## src/rtl/lsw_pkg.sv

```systemverilog
// Shared constants for the load-switch control core: frame layout,
// register addresses and data-bit positions that the decoder relies on.
package lsw_pkg;
    localparam int FRAME_W  = 16;
    localparam int ADDR_W   = 5;
    localparam int WD_POS   = 10;
    localparam int BANK_POS = 9;
    localparam int ON_POS   = 0;
    localparam int INIT_W   = 8;
    localparam logic [ADDR_W-1:0] ADR_SETUP   = 5'b00000;
    localparam logic [ADDR_W-1:0] ADR_PRESLEW = 5'b00010;
    localparam logic [ADDR_W-1:0] ADR_SKIPOC  = 5'b00011;
    localparam logic [ADDR_W-1:0] ADR_CTRL1   = 5'b01001;
endpackage

```

## src/rtl/lsw_spi_rx.sv

```systemverilog
// SPI mode-0 receiver (MSB first) sampled in the system clock domain.
// Assumes SCLK is slower than clk/4 so that edges survive the synchronisers.
// Emits frame_vld for one clock on a chip-select rise that followed exactly
// FRAME_W clock edges; every other frame is dropped.
module lsw_spi_rx #(
    parameter int FRAME_W = 16
) (
    input  logic               clk,
    input  logic               rst_n,
    input  logic               sclk,
    input  logic               cs_n,
    input  logic               mosi,
    output logic               frame_vld,
    output logic [FRAME_W-1:0] frame_data
);
    localparam int CNT_W = $clog2(FRAME_W + 2);
    localparam logic [CNT_W-1:0] CNT_FULL = CNT_W'(FRAME_W);
    localparam logic [CNT_W-1:0] CNT_OVER = CNT_W'(FRAME_W + 1);

    logic [2:0]         sck_s;
    logic [2:0]         cs_s;
    logic [1:0]         mosi_s;
    logic [CNT_W-1:0]   bit_cnt;
    logic [FRAME_W-1:0] shreg;
    logic               sck_rise;
    logic               cs_rise;

    assign sck_rise = sck_s[1] & ~sck_s[2];
    assign cs_rise  = cs_s[1] & ~cs_s[2];

    // Bring the three SPI pins into the clk domain.
    always_ff @(posedge clk) begin
        if (!rst_n) begin
            sck_s  <= 3'b000;
            cs_s   <= 3'b111;
            mosi_s <= 2'b00;
        end else begin
            sck_s  <= {sck_s[1:0], sclk};
            cs_s   <= {cs_s[1:0], cs_n};
            mosi_s <= {mosi_s[0], mosi};
        end
    end

    // Shift data on each SCLK rise and count edges, saturating past a full frame.
    always_ff @(posedge clk) begin
        if (!rst_n) begin
            bit_cnt <= '0;
            shreg   <= '0;
        end else if (cs_s[1]) begin
            bit_cnt <= '0;
        end else if (sck_rise) begin
            shreg <= {shreg[FRAME_W-2:0], mosi_s[1]};
            if (bit_cnt != CNT_OVER) bit_cnt <= bit_cnt + 1'b1;
        end
    end

    // Commit a frame on chip-select rise when the edge count is exact.
    always_ff @(posedge clk) begin
        if (!rst_n) begin
            frame_vld  <= 1'b0;
            frame_data <= '0;
        end else begin
            frame_vld <= cs_rise && (bit_cnt == CNT_FULL);
            if (cs_rise) frame_data <= shreg;
        end
    end

    // a commit lasts exactly one clock
    a_r1_single_commit: assert property (@(posedge clk) disable iff (!rst_n)
        frame_vld |=> !frame_vld);
endmodule

```

## src/rtl/lsw_wd.sv

```systemverilog
// Frame watchdog: a committed frame whose watchdog bit differs from the last
// feeding frame restarts the timer; TIMEOUT idle clocks set fail. Only a frame
// with the watchdog bit set leaves fail. Assumes TIMEOUT >= 2.
module lsw_wd #(
    parameter int TIMEOUT = 100000
) (
    input  logic clk,
    input  logic rst_n,
    input  logic frame_vld,
    input  logic wd_bit,
    output logic fail
);
    localparam int CW = $clog2(TIMEOUT + 1);
    localparam logic [CW-1:0] LAST = CW'(TIMEOUT - 1);

    logic [CW-1:0] cnt;
    logic          ref_bit;
    logic          feed;

    assign feed = frame_vld && (wd_bit != ref_bit);

    // Run the timeout counter and the fail state.
    always_ff @(posedge clk) begin
        if (!rst_n) begin
            cnt     <= '0;
            ref_bit <= 1'b0;
            fail    <= 1'b0;
        end else if (fail) begin
            if (frame_vld && wd_bit) begin
                fail    <= 1'b0;
                cnt     <= '0;
                ref_bit <= 1'b1;
            end
        end else if (feed) begin
            cnt     <= '0;
            ref_bit <= wd_bit;
        end else if (cnt == LAST) begin
            fail <= 1'b1;
            cnt  <= '0;
        end else begin
            cnt <= cnt + 1'b1;
        end
    end

    // leaving fail needs a committed frame with the watchdog bit set
    a_r5_exit_needs_wd1: assert property (@(posedge clk) disable iff (!rst_n)
        $fell(fail) |-> $past(frame_vld && wd_bit));
    // a feeding frame never leads straight into fail
    a_r3_feed_keeps_alive: assert property (@(posedge clk) disable iff (!rst_n)
        (!fail && feed) |=> !fail);
    // fail holds until an exit frame
    a_r4_fail_sticky: assert property (@(posedge clk) disable iff (!rst_n)
        (fail && !(frame_vld && wd_bit)) |=> fail);
endmodule

```

## src/rtl/lsw_regs.sv

```systemverilog
// Register bank of the load-switch core: decodes committed frames, keeps the
// setup, prescaler, slew, skip-over-current and channel registers, applies
// the self-clearing rules and forms the sync pulse. Held at zero while fail.
// Assumes N_OUT <= 8 so per-output fields fit under the bank-select bit.
module lsw_regs import lsw_pkg::*; #(
    parameter int N_OUT = 5
) (
    input  logic               clk,
    input  logic               rst_n,
    input  logic               frame_vld,
    input  logic [FRAME_W-1:0] frame_data,
    input  logic               fail,
    input  logic [N_OUT-1:0]   ot_flt,
    input  logic [N_OUT-1:0]   oc_flt,
    input  logic               uv_flt,
    output logic [1:0]         stat_sel,
    output logic [2:0]         sense_sel,
    output logic               bulb_prof,
    output logic               sync_en,
    output logic               ext4_en,
    output logic [N_OUT-1:0]   prescale_en,
    output logic [N_OUT-1:0]   slew_fast,
    output logic [N_OUT-1:0]   skip_oc,
    output logic [N_OUT-1:0]   ch_on,
    output logic               sync_pulse
);
    logic              wr;
    logic [ADDR_W-1:0] addr;
    logic [INIT_W-1:0] setup_q;
    logic [N_OUT-1:0]  ctrl_hit;
    logic [N_OUT-1:0]  off_evt;
    logic [N_OUT-1:0]  on_nx;
    logic [N_OUT-1:0]  skip_nx;
    logic [N_OUT-1:0]  skip_clr;
    logic              known_adr;
    logic [1:0]        unused_bits;

    assign wr          = frame_vld && !fail;
    assign addr        = frame_data[FRAME_W-1 -: ADDR_W];
    assign unused_bits = {frame_data[WD_POS], frame_data[8]};
    assign stat_sel    = setup_q[1:0];
    assign sense_sel   = setup_q[4:2];
    assign bulb_prof   = setup_q[5];
    assign sync_en     = setup_q[6];
    assign ext4_en     = setup_q[7];
    assign known_adr   = (addr == ADR_SETUP) || (addr == ADR_PRESLEW) ||
                         (addr == ADR_SKIPOC) || (|ctrl_hit);

    // Per-channel control decode and turn-off detection.
    for (genvar i = 0; i < N_OUT; i++) begin : g_ch
        assign ctrl_hit[i] = wr && (addr == ADR_CTRL1 + ADDR_W'(i));
        assign off_evt[i]  = ctrl_hit[i] && ch_on[i] && !frame_data[ON_POS];

        // a channel turning off leaves its skip flag cleared
        a_r9_off_clears_skip: assert property (@(posedge clk) disable iff (!rst_n)
            $fell(ch_on[i]) |-> !skip_oc[i]);
    end

    assign skip_clr = off_evt | ot_flt | oc_flt | {N_OUT{uv_flt}};

    // Next channel on/off state from control writes.
    always_comb begin
        on_nx = ch_on;
        for (int i = 0; i < N_OUT; i++)
            if (ctrl_hit[i]) on_nx[i] = frame_data[ON_POS];
    end

    // Next skip flags: write first, then the clear conditions win.
    always_comb begin
        skip_nx = skip_oc;
        if (wr && addr == ADR_SKIPOC) skip_nx = frame_data[N_OUT-1:0];
        skip_nx = skip_nx & ~skip_clr;
    end

    // Setup register and prescaler/slew bank.
    always_ff @(posedge clk) begin
        if (!rst_n || fail) begin
            setup_q     <= '0;
            prescale_en <= '0;
            slew_fast   <= '0;
        end else if (wr) begin
            if (addr == ADR_SETUP) setup_q <= frame_data[INIT_W-1:0];
            if (addr == ADR_PRESLEW && !frame_data[BANK_POS])
                prescale_en <= frame_data[N_OUT-1:0];
            if (addr == ADR_PRESLEW && frame_data[BANK_POS])
                slew_fast <= frame_data[N_OUT-1:0];
        end
    end

    // Channel state, skip flags and the sync pulse.
    always_ff @(posedge clk) begin
        if (!rst_n || fail) begin
            ch_on      <= '0;
            skip_oc    <= '0;
            sync_pulse <= 1'b0;
        end else begin
            ch_on      <= on_nx;
            skip_oc    <= skip_nx;
            sync_pulse <= wr && sync_en;
        end
    end

    // fail wipes every register by the next clock
    a_r4_wipe_in_fail: assert property (@(posedge clk) disable iff (!rst_n)
        fail |=> (setup_q == '0 && prescale_en == '0 && slew_fast == '0 &&
                  skip_oc == '0 && ch_on == '0 && !sync_pulse));
    // under-voltage clears every skip flag
    a_r10_uv_clears_all: assert property (@(posedge clk) disable iff (!rst_n)
        uv_flt |=> (skip_oc == '0));
    // a sync pulse follows an accepted frame
    a_r11_sync_after_frame: assert property (@(posedge clk) disable iff (!rst_n)
        sync_pulse |-> $past(frame_vld && !fail));
    // unknown addresses leave the registers alone
    a_r12_unknown_ignored: assert property (@(posedge clk) disable iff (!rst_n)
        (wr && !known_adr) |=> ($stable(setup_q) && $stable(prescale_en) &&
                                $stable(slew_fast) && $stable(ch_on)));
endmodule

```

## src/rtl/lsw_ctrl_core.sv

```systemverilog
// Top of the load-switch control core: SPI receiver, frame watchdog and
// register bank. Assumes SPI pins are asynchronous to clk and slow.
module lsw_ctrl_core import lsw_pkg::*; #(
    parameter int N_OUT      = 5,
    parameter int WD_TIMEOUT = 100000
) (
    input  logic             clk,
    input  logic             rst_n,
    input  logic             spi_sclk,
    input  logic             spi_cs_n,
    input  logic             spi_mosi,
    input  logic [N_OUT-1:0] ot_flt,
    input  logic [N_OUT-1:0] oc_flt,
    input  logic             uv_flt,
    output logic             fail_mode,
    output logic             sync_pulse,
    output logic [1:0]       stat_sel,
    output logic [2:0]       sense_sel,
    output logic             bulb_prof,
    output logic             ext4_en,
    output logic [N_OUT-1:0] prescale_en,
    output logic [N_OUT-1:0] slew_fast,
    output logic [N_OUT-1:0] skip_oc,
    output logic [N_OUT-1:0] ch_on
);
    logic               frame_vld;
    logic [FRAME_W-1:0] frame_data;
    logic               sync_en;

    lsw_spi_rx #(.FRAME_W(FRAME_W)) u_rx (
        .clk        (clk),
        .rst_n      (rst_n),
        .sclk       (spi_sclk),
        .cs_n       (spi_cs_n),
        .mosi       (spi_mosi),
        .frame_vld  (frame_vld),
        .frame_data (frame_data)
    );

    lsw_wd #(.TIMEOUT(WD_TIMEOUT)) u_wd (
        .clk       (clk),
        .rst_n     (rst_n),
        .frame_vld (frame_vld),
        .wd_bit    (frame_data[WD_POS]),
        .fail      (fail_mode)
    );

    lsw_regs #(.N_OUT(N_OUT)) u_regs (
        .clk         (clk),
        .rst_n       (rst_n),
        .frame_vld   (frame_vld),
        .frame_data  (frame_data),
        .fail        (fail_mode),
        .ot_flt      (ot_flt),
        .oc_flt      (oc_flt),
        .uv_flt      (uv_flt),
        .stat_sel    (stat_sel),
        .sense_sel   (sense_sel),
        .bulb_prof   (bulb_prof),
        .sync_en     (sync_en),
        .ext4_en     (ext4_en),
        .prescale_en (prescale_en),
        .slew_fast   (slew_fast),
        .skip_oc     (skip_oc),
        .ch_on       (ch_on),
        .sync_pulse  (sync_pulse)
    );
endmodule

```

## config.mk

```make
export PLATFORM = sky130hd
export DESIGN_NAME = lsw_ctrl_core
export DESIGN_NICKNAME = d
export VERILOG_FILES = /design/src/rtl/lsw_pkg.sv /design/src/rtl/lsw_spi_rx.sv /design/src/rtl/lsw_wd.sv /design/src/rtl/lsw_regs.sv /design/src/rtl/lsw_ctrl_core.sv
export SDC_FILE = /design/constraint.sdc
export NUM_CORES = 1
export LEC_CHECK = 0
export ABC_AREA = 1
export BUFFER_PORTS_ARGS = -buffer_cell sky130_fd_sc_hd__buf_2
export CORE_AREA = 3 3 72 108
export CTS_CLUSTER_DIAMETER = 200
export DETAILED_ROUTE_END_ITERATION = 10
export DIE_AREA = 0 0 75 111
export PLACE_DENSITY = 0.81
export SYNTH_ARGS = -nofsm -noshare
export SYNTH_HDL_FRONTEND = slang
export SYNTH_SLANG_ARGS = --single-unit
```

## constraint.sdc

```tcl
create_clock -name clk -period 1.9 [get_ports clk]
set_input_delay 0.475 -clock clk [delete_from_list [all_inputs] [get_ports clk]]
set_output_delay 0.475 -clock clk [all_outputs]
set_load 0.01 [all_outputs]
```

== Yosys cells after proc, flatten, opt, wreduce, memory -nomap -nowiden ==
Cells that the tools add are included.

* $add $sub $neg: 2
* Equality and inequality tests: 12
* Muxes and demuxes: 12
* Bitwise logic cells: 11
* Reduce and logical (&&, ||, !) cells: 37

{| class="wikitable"
|+ Operators by type and width
! operator !! number
|-
| 2-to-1 mux 17 bit || 4
|-
| equality test 5 x 4 -> 1 bit, second input constant || 5
|-
| logical AND 1 bit || 23
|-
| adder 17 x 1 -> 17 bit, second input constant || 1
|-
| equality test 17 bit, second input constant || 1
|-
| bitwise OR 5 bit || 3
|-
| AND reduction 2 bit || 6
|-
| equality test 5 x 2 -> 1 bit, second input constant || 2
|-
| 2-to-1 mux 1 bit || 7
|-
| adder 5 x 1 -> 5 bit, second input constant || 1
|-
| bitwise AND 5 bit || 1
|-
| equality test 5 bit, second input constant || 1
|-
| logical NOT 5 bit || 1
|-
| 2-to-1 mux 5 bit || 1
|-
| != test 5 bit, second input constant || 1
|-
| NOT 5 bit || 1
|-
| logical NOT 1 bit || 4
|-
| NOT 1 bit || 4
|-
| bitwise AND 1 bit || 2
|-
| != test 2 bit, second input constant || 1
|-
| nonzero test 2 bit || 1
|-
| OR reduction 2 bit || 1
|-
| logical OR 1 bit || 1
|-
| != test 1 bit || 1
|}

* Register bits after elaboration: 94
* Input port bits: 16
* Output and inout port bits: 29
* Logic and storage cells: 94

== Depth between registers and ports, before layout ==
* Depth after elaboration: 10
* Mapped depth: 10
* Depth with buffers taken out: 10

== Modules after synthesis ==
A second synthesis with hierarchy kept.

* Cell total of the unflattened synthesis: 555
* Area total of the unflattened synthesis: 4134.0 sq um

{| class="wikitable"
|+ By module, submodules not included
! module !! instances !! cells an instance !! area an instance (sq um) !! sequential area each (sq um)
|-
| lsw_spi_rx || 1 || 199 || 1695.4 || 920.9
|-
| lsw_regs || 1 || 187 || 1337.5 || 580.6
|-
| lsw_wd || 1 || 169 || 1101.1 || 380.4
|}

== Worst setup path after synthesis ==
OpenSTA, ideal clock, no wires.

* Path kind: reg-to-reg
* Start: register u_wd.cnt[0]
* End: register u_wd.cnt[7]
* Library setup time: 0.111 ns
* Arrival time: 1.223 ns
* Data required time: 1.789 ns
* Slack: 0.566 ns
* Cell stages (with the launch flop): 11
* Buffers on the path: 0
* Clock period less this slack: 1.334 ns
* Cell sequence: dfxtp_1 ha_1 nand2_1 nor2_1 nand2_1 nor2_1 nor2_4 nand2_1 nand2_1 inv_1 nor2_1

* Longest elaborated chain between the ends: 4
* Elaborated cells on any way between the ends: 5
* Those cells by class: add/sub (1); eq/ne (1); mux (3)

{| class="wikitable"
|+ Ends and longest elaborated chain
! what !! line !! text
|-
| from (decl) || lsw_wd.sv:16 || <nowiki>logic [CW-1:0] cnt;</nowiki>
|-
| from (signal assigned) || lsw_wd.sv:41 || <nowiki>cnt <= cnt + 1'b1;</nowiki>
|-
| adder 17 x 1 -> 17 bit / equality test 17 bit (equally long branches) || lsw_wd.sv:41, lsw_wd.sv:37 ||
|-
| 2-to-1 mux 17 bit * || lsw_wd.sv:37 || <nowiki>end else if (cnt == LAST) begin</nowiki>
|-
| 2-to-1 mux 17 bit * || lsw_wd.sv:34 || <nowiki>end else if (feed) begin</nowiki>
|-
| 2-to-1 mux 17 bit * || lsw_wd.sv:28 || <nowiki>end else if (fail) begin</nowiki>
|}

Every way passes the cells marked *; elsewhere a longest branch is shown, timed or not.
A chain may end at the register's enable or synchronous reset.

== Worst setup path after layout ==
* Start: register u_rx.frame_vld
* End: register u_regs.setup_q[6]

* Longest elaborated chain between the ends: 2

{| class="wikitable"
|+ Ends and longest elaborated chain
! what !! line !! text
|-
| from (decl) || lsw_spi_rx.sv:13 || <nowiki>output logic frame_vld,</nowiki>
|-
| from (signal assigned) || lsw_spi_rx.sv:63 || <nowiki>frame_vld <= cs_rise && (bit_cnt == CNT_FULL);</nowiki>
|-
| logical AND 1 bit || lsw_regs.sv:38 || <nowiki>assign wr = frame_vld && !fail;</nowiki>
|-
| AND reduction 2 bit (no line) || -- ||
|-
| to (signal assigned) || lsw_regs.sv:82 || <nowiki>if (addr == ADR_SETUP) setup_q <= frame_data[INIT_W-1:0];</nowiki>
|-
| to (decl) || lsw_regs.sv:29 || <nowiki>logic [INIT_W-1:0] setup_q;</nowiki>
|}

No other way between the ends.

==> impl_metrics.ini <==
[synth]
synth_seq_cells = 93
syn_avg_cell_area_sq_um = 7.50
synth_edf_count = 0
ys_seq_area_share_pct = 46.6
synth_ff_type = dfxtp_1
synth.net_count = 553
synth_area_leaders = dfxtp_1 (47%), nand2_1 (9.2%), a21oi_1 (7.4%)
synth_cell_types = 37
synthCells = 533
ys_warn_count = 0
synth_largest_area_cell = dfxtp_1
yosys.area.top_type_share_pct = 46.6
async_reset_ff_share_pct = 0
synth.cell_area_sq_um = 4000

[sta]
rsz0062_at_grt = false
fin_crit_ns = 1.57
max_slew_margin_pct = 59.7
clock.fmax_mhz = 638
period_share_pct = 82.5
setup_violations = 0
worst_slew_pin_slew_ns = 0.604
slew_viol_final = 0
skew_ns = 0.0115
hold_viol = 0
setup_tns_ns = 0
fin_ws_ns = 0.332

[cts]
clk_pin_slew_worst_paths_ns = 0.11
hold_buffers = 0
postCtsSetupBuffers = 0
cts_max_path_buffers = 2
post_cts_resized = 0
clk_latency_ns = 0.36
cts_root_buf = clkbuf_8
htree_num_levels = 3
cts_tree = built
clock_sinks = 93
cts_buffers = 9

[route]
vias = 3609
viasPerCell = 5.46
firstDrtPassIters = 5
drc_errors = 0
drt-initial-drc-count = 209
routedWlPerCell_um = 13.2
detail_route.wirelength_mm = 8.70
antenna_left = 0

[pwr]
cellPowerDensity_nw_per_um2 = 783
p_clk_share_pct = 39.7
intPower_mw = 2.66
seqPwrFrac_pct = 56.6
peakVddDrop_v = 0.000877
leakage_nw = 1.93
swShare_pct = 24.4
share_comb_of_total_power_pct = 3.8
p_sw_uw = 858

[finish]
layout_common_cells = nand2_1 (98), dfxtp_1 (93), nor2_1 (61)
layout_commonest_cell = nand2_1
drive_gt1_share_pct = 16.6
n_antenna_cell = 0
area_growth_pct = 12.4
design_area_sq_um = 4490
nets = 598

[outcome]
outcome = complete, no violations

[grt]
grt_max_degree = 33
antenna_found_initial = 0
grt_pass1_vias = 3322
grt.total_usage_pct = 22.1
grt_pass1_wl_mm = 14.7
grt_overflow = 0

[placement]
hpwl_mm = 6.19
place_congestion = 0.861
dpl-instance-area_sq_um = 4280
pre_cts_slack_ns = 0.370
io_buffers = 44

[critical_path]
criticalPathCategory = register to register
reg2reg_slack_ns = 0.33
critPathRequiredTime_ns = 2.17
endpoint_kind = register
reg2reg_from = u_rx.frame_vld$_SDFF_PN0_
reg2reg_to = u_regs.setup_q[6]$_SDFFE_PP0P_
r2r_cells = 7
arrival_ns = 1.84
cp_max_fo = 13
startpoint_type = register

[die]
core_sq_um = 6900
initial_core_util_pct = 57.9
die_x_um = 75
die-height_um = 111
row_count = 37
ioPinCount = 45
die_area_sq_um = 8330

[min_path]
hp-start = spi_cs_n
hold_path.class = input port to register
holdPathEnd = u_rx.cs_s[0]$_SDFF_PN1_
worstHoldPathCells = 2

[job]
drv_cap = 0
## worst max-delay path: stages, from the launching register on
cell and delay [ns]:
dfxtp_1 0.49, nand2_4 0.14, nor2_8 0.15, nand2_4 0.07, nor2_4 0.30, inv_1 0.15, nor2_1 0.13, nor2_1 0.05
## registers in the layout, indices dropped and copies added, names as in the netlist, 2 cells and up
signal and count:
u_rx.sck_s 3, u_rx.shreg 16, u_rx.frame_data 15, u_rx.bit_cnt 5
u_regs.skip_oc 5, u_wd.cnt 17, u_rx.mosi_s 2, u_regs.setup_q 8
u_rx.cs_s 3, u_regs.prescale_en 5, u_regs.ch_on 5, u_regs.slew_fast 5
## worst max path at each step
stage | startpoint | to | slack, ns | cells past startpoint
floorplan | u_wd.cnt[0]$_SDFFE_PN0P_ | u_wd.cnt[7]$_SDFFE_PN0P_ | 0.57 | 10
global placement | u_rx.frame_vld$_SDFF_PN0_ | u_regs.setup_q[6]$_SDFFE_PP0P_ | 0.41 | 7
detailed placement | u_rx.frame_vld$_SDFF_PN0_ | u_regs.setup_q[6]$_SDFFE_PP0P_ | 0.37 | 7
CTS | u_rx.frame_vld$_SDFF_PN0_ | u_regs.setup_q[6]$_SDFFE_PP0P_ | 0.35 | 7
global route | u_wd.cnt[0]$_SDFFE_PN0P_ | u_wd.cnt[7]$_SDFFE_PN0P_ | 0.19 | 10
finish | u_rx.frame_vld$_SDFF_PN0_ | u_regs.setup_q[6]$_SDFFE_PP0P_ | 0.33 | 7
## through the flow
stage          power, mW  hold slack, ns  std cells  utilization, %
2_1_floorplan       2.12           0.390        533               -
3_5_place_dp        2.17           0.403        645            62.1
4_1_cts             3.54           0.284        661            65.1
5_1_grt             3.64           0.289        661            65.1
6_report            3.52           0.291        661            65.1
3_3_place_gp        2.16           0.393        645            62.1
## per-layer routing
layer	share of wire (%)	GRT usage, %	up-vias
met5	0	0	-
met4	2.7	11.3	0
met3	4.2	2.99	23
met2	51	37.8	100
met1	42	25.8	1658
li1	-	-	1828
## area by class of cell
class / count / area (sq um)
inverters: 61 / 229
clock inverters: 7 / 87.6
clock buffers: 9 / 124
flip-flops and latches: 93 / 1860
fillers: 581 / 2400
well taps: 78 / 97.6
repair buffers: 51 / 273
multi-input cells: 362 / 1820
## cells by family after synthesis
group / synth area share [%]
AO/OA/AOI/OAI: 15.8
XOR/XNOR: 0.219
adder cells (fa/ha/maj): 1.25
buffers and inverters: 7.86
flip-flops: 46.6
AND/OR/NAND/NOR: 28.3
## cell usage after synthesis, types with 2 or more instances
| master | n |
|---|---|
| a21oi_1 | 59 |
| nor3b_1 | 2 |
| inv_1 | 58 |
| o21ai_2 | 2 |
| o21ai_0 | 35 |
| nand4_1 | 3 |
| o21ai_1 | 11 |
| o211ai_1 | 2 |
| buf_4 | 2 |
| nor2_1 | 61 |
| dfxtp_1 | 93 |
| a211oi_1 | 2 |
| nor3_1 | 12 |
| nand2_1 | 98 |
| buf_2 | 4 |
| nand3_1 | 36 |
| o21bai_1 | 2 |
| nand2_4 | 5 |
| buf_1 | 2 |
| clkbuf_1 | 7 |
| nor2_2 | 4 |
| nand2_2 | 3 |
| ha_1 | 4 |
| nor2_8 | 3 |
| nor4_1 | 4 |
| or2_2 | 3 |
| nor2_4 | 4 |
| inv_2 | 3 |
## power by group through the flow
stage / registers (mW) / logic (mW) / clock network, mW
after global routing: 1.99 / 0.150 / 1.50
after floorplan: 2.03 / 0.0919 / 0
after global placement: 2.03 / 0.128 / 0
final: 1.99 / 0.133 / 1.40
after CTS: 1.99 / 0.133 / 1.42
after detailed placement: 2.04 / 0.132 / 0
(Power assumes the default switching activity.)
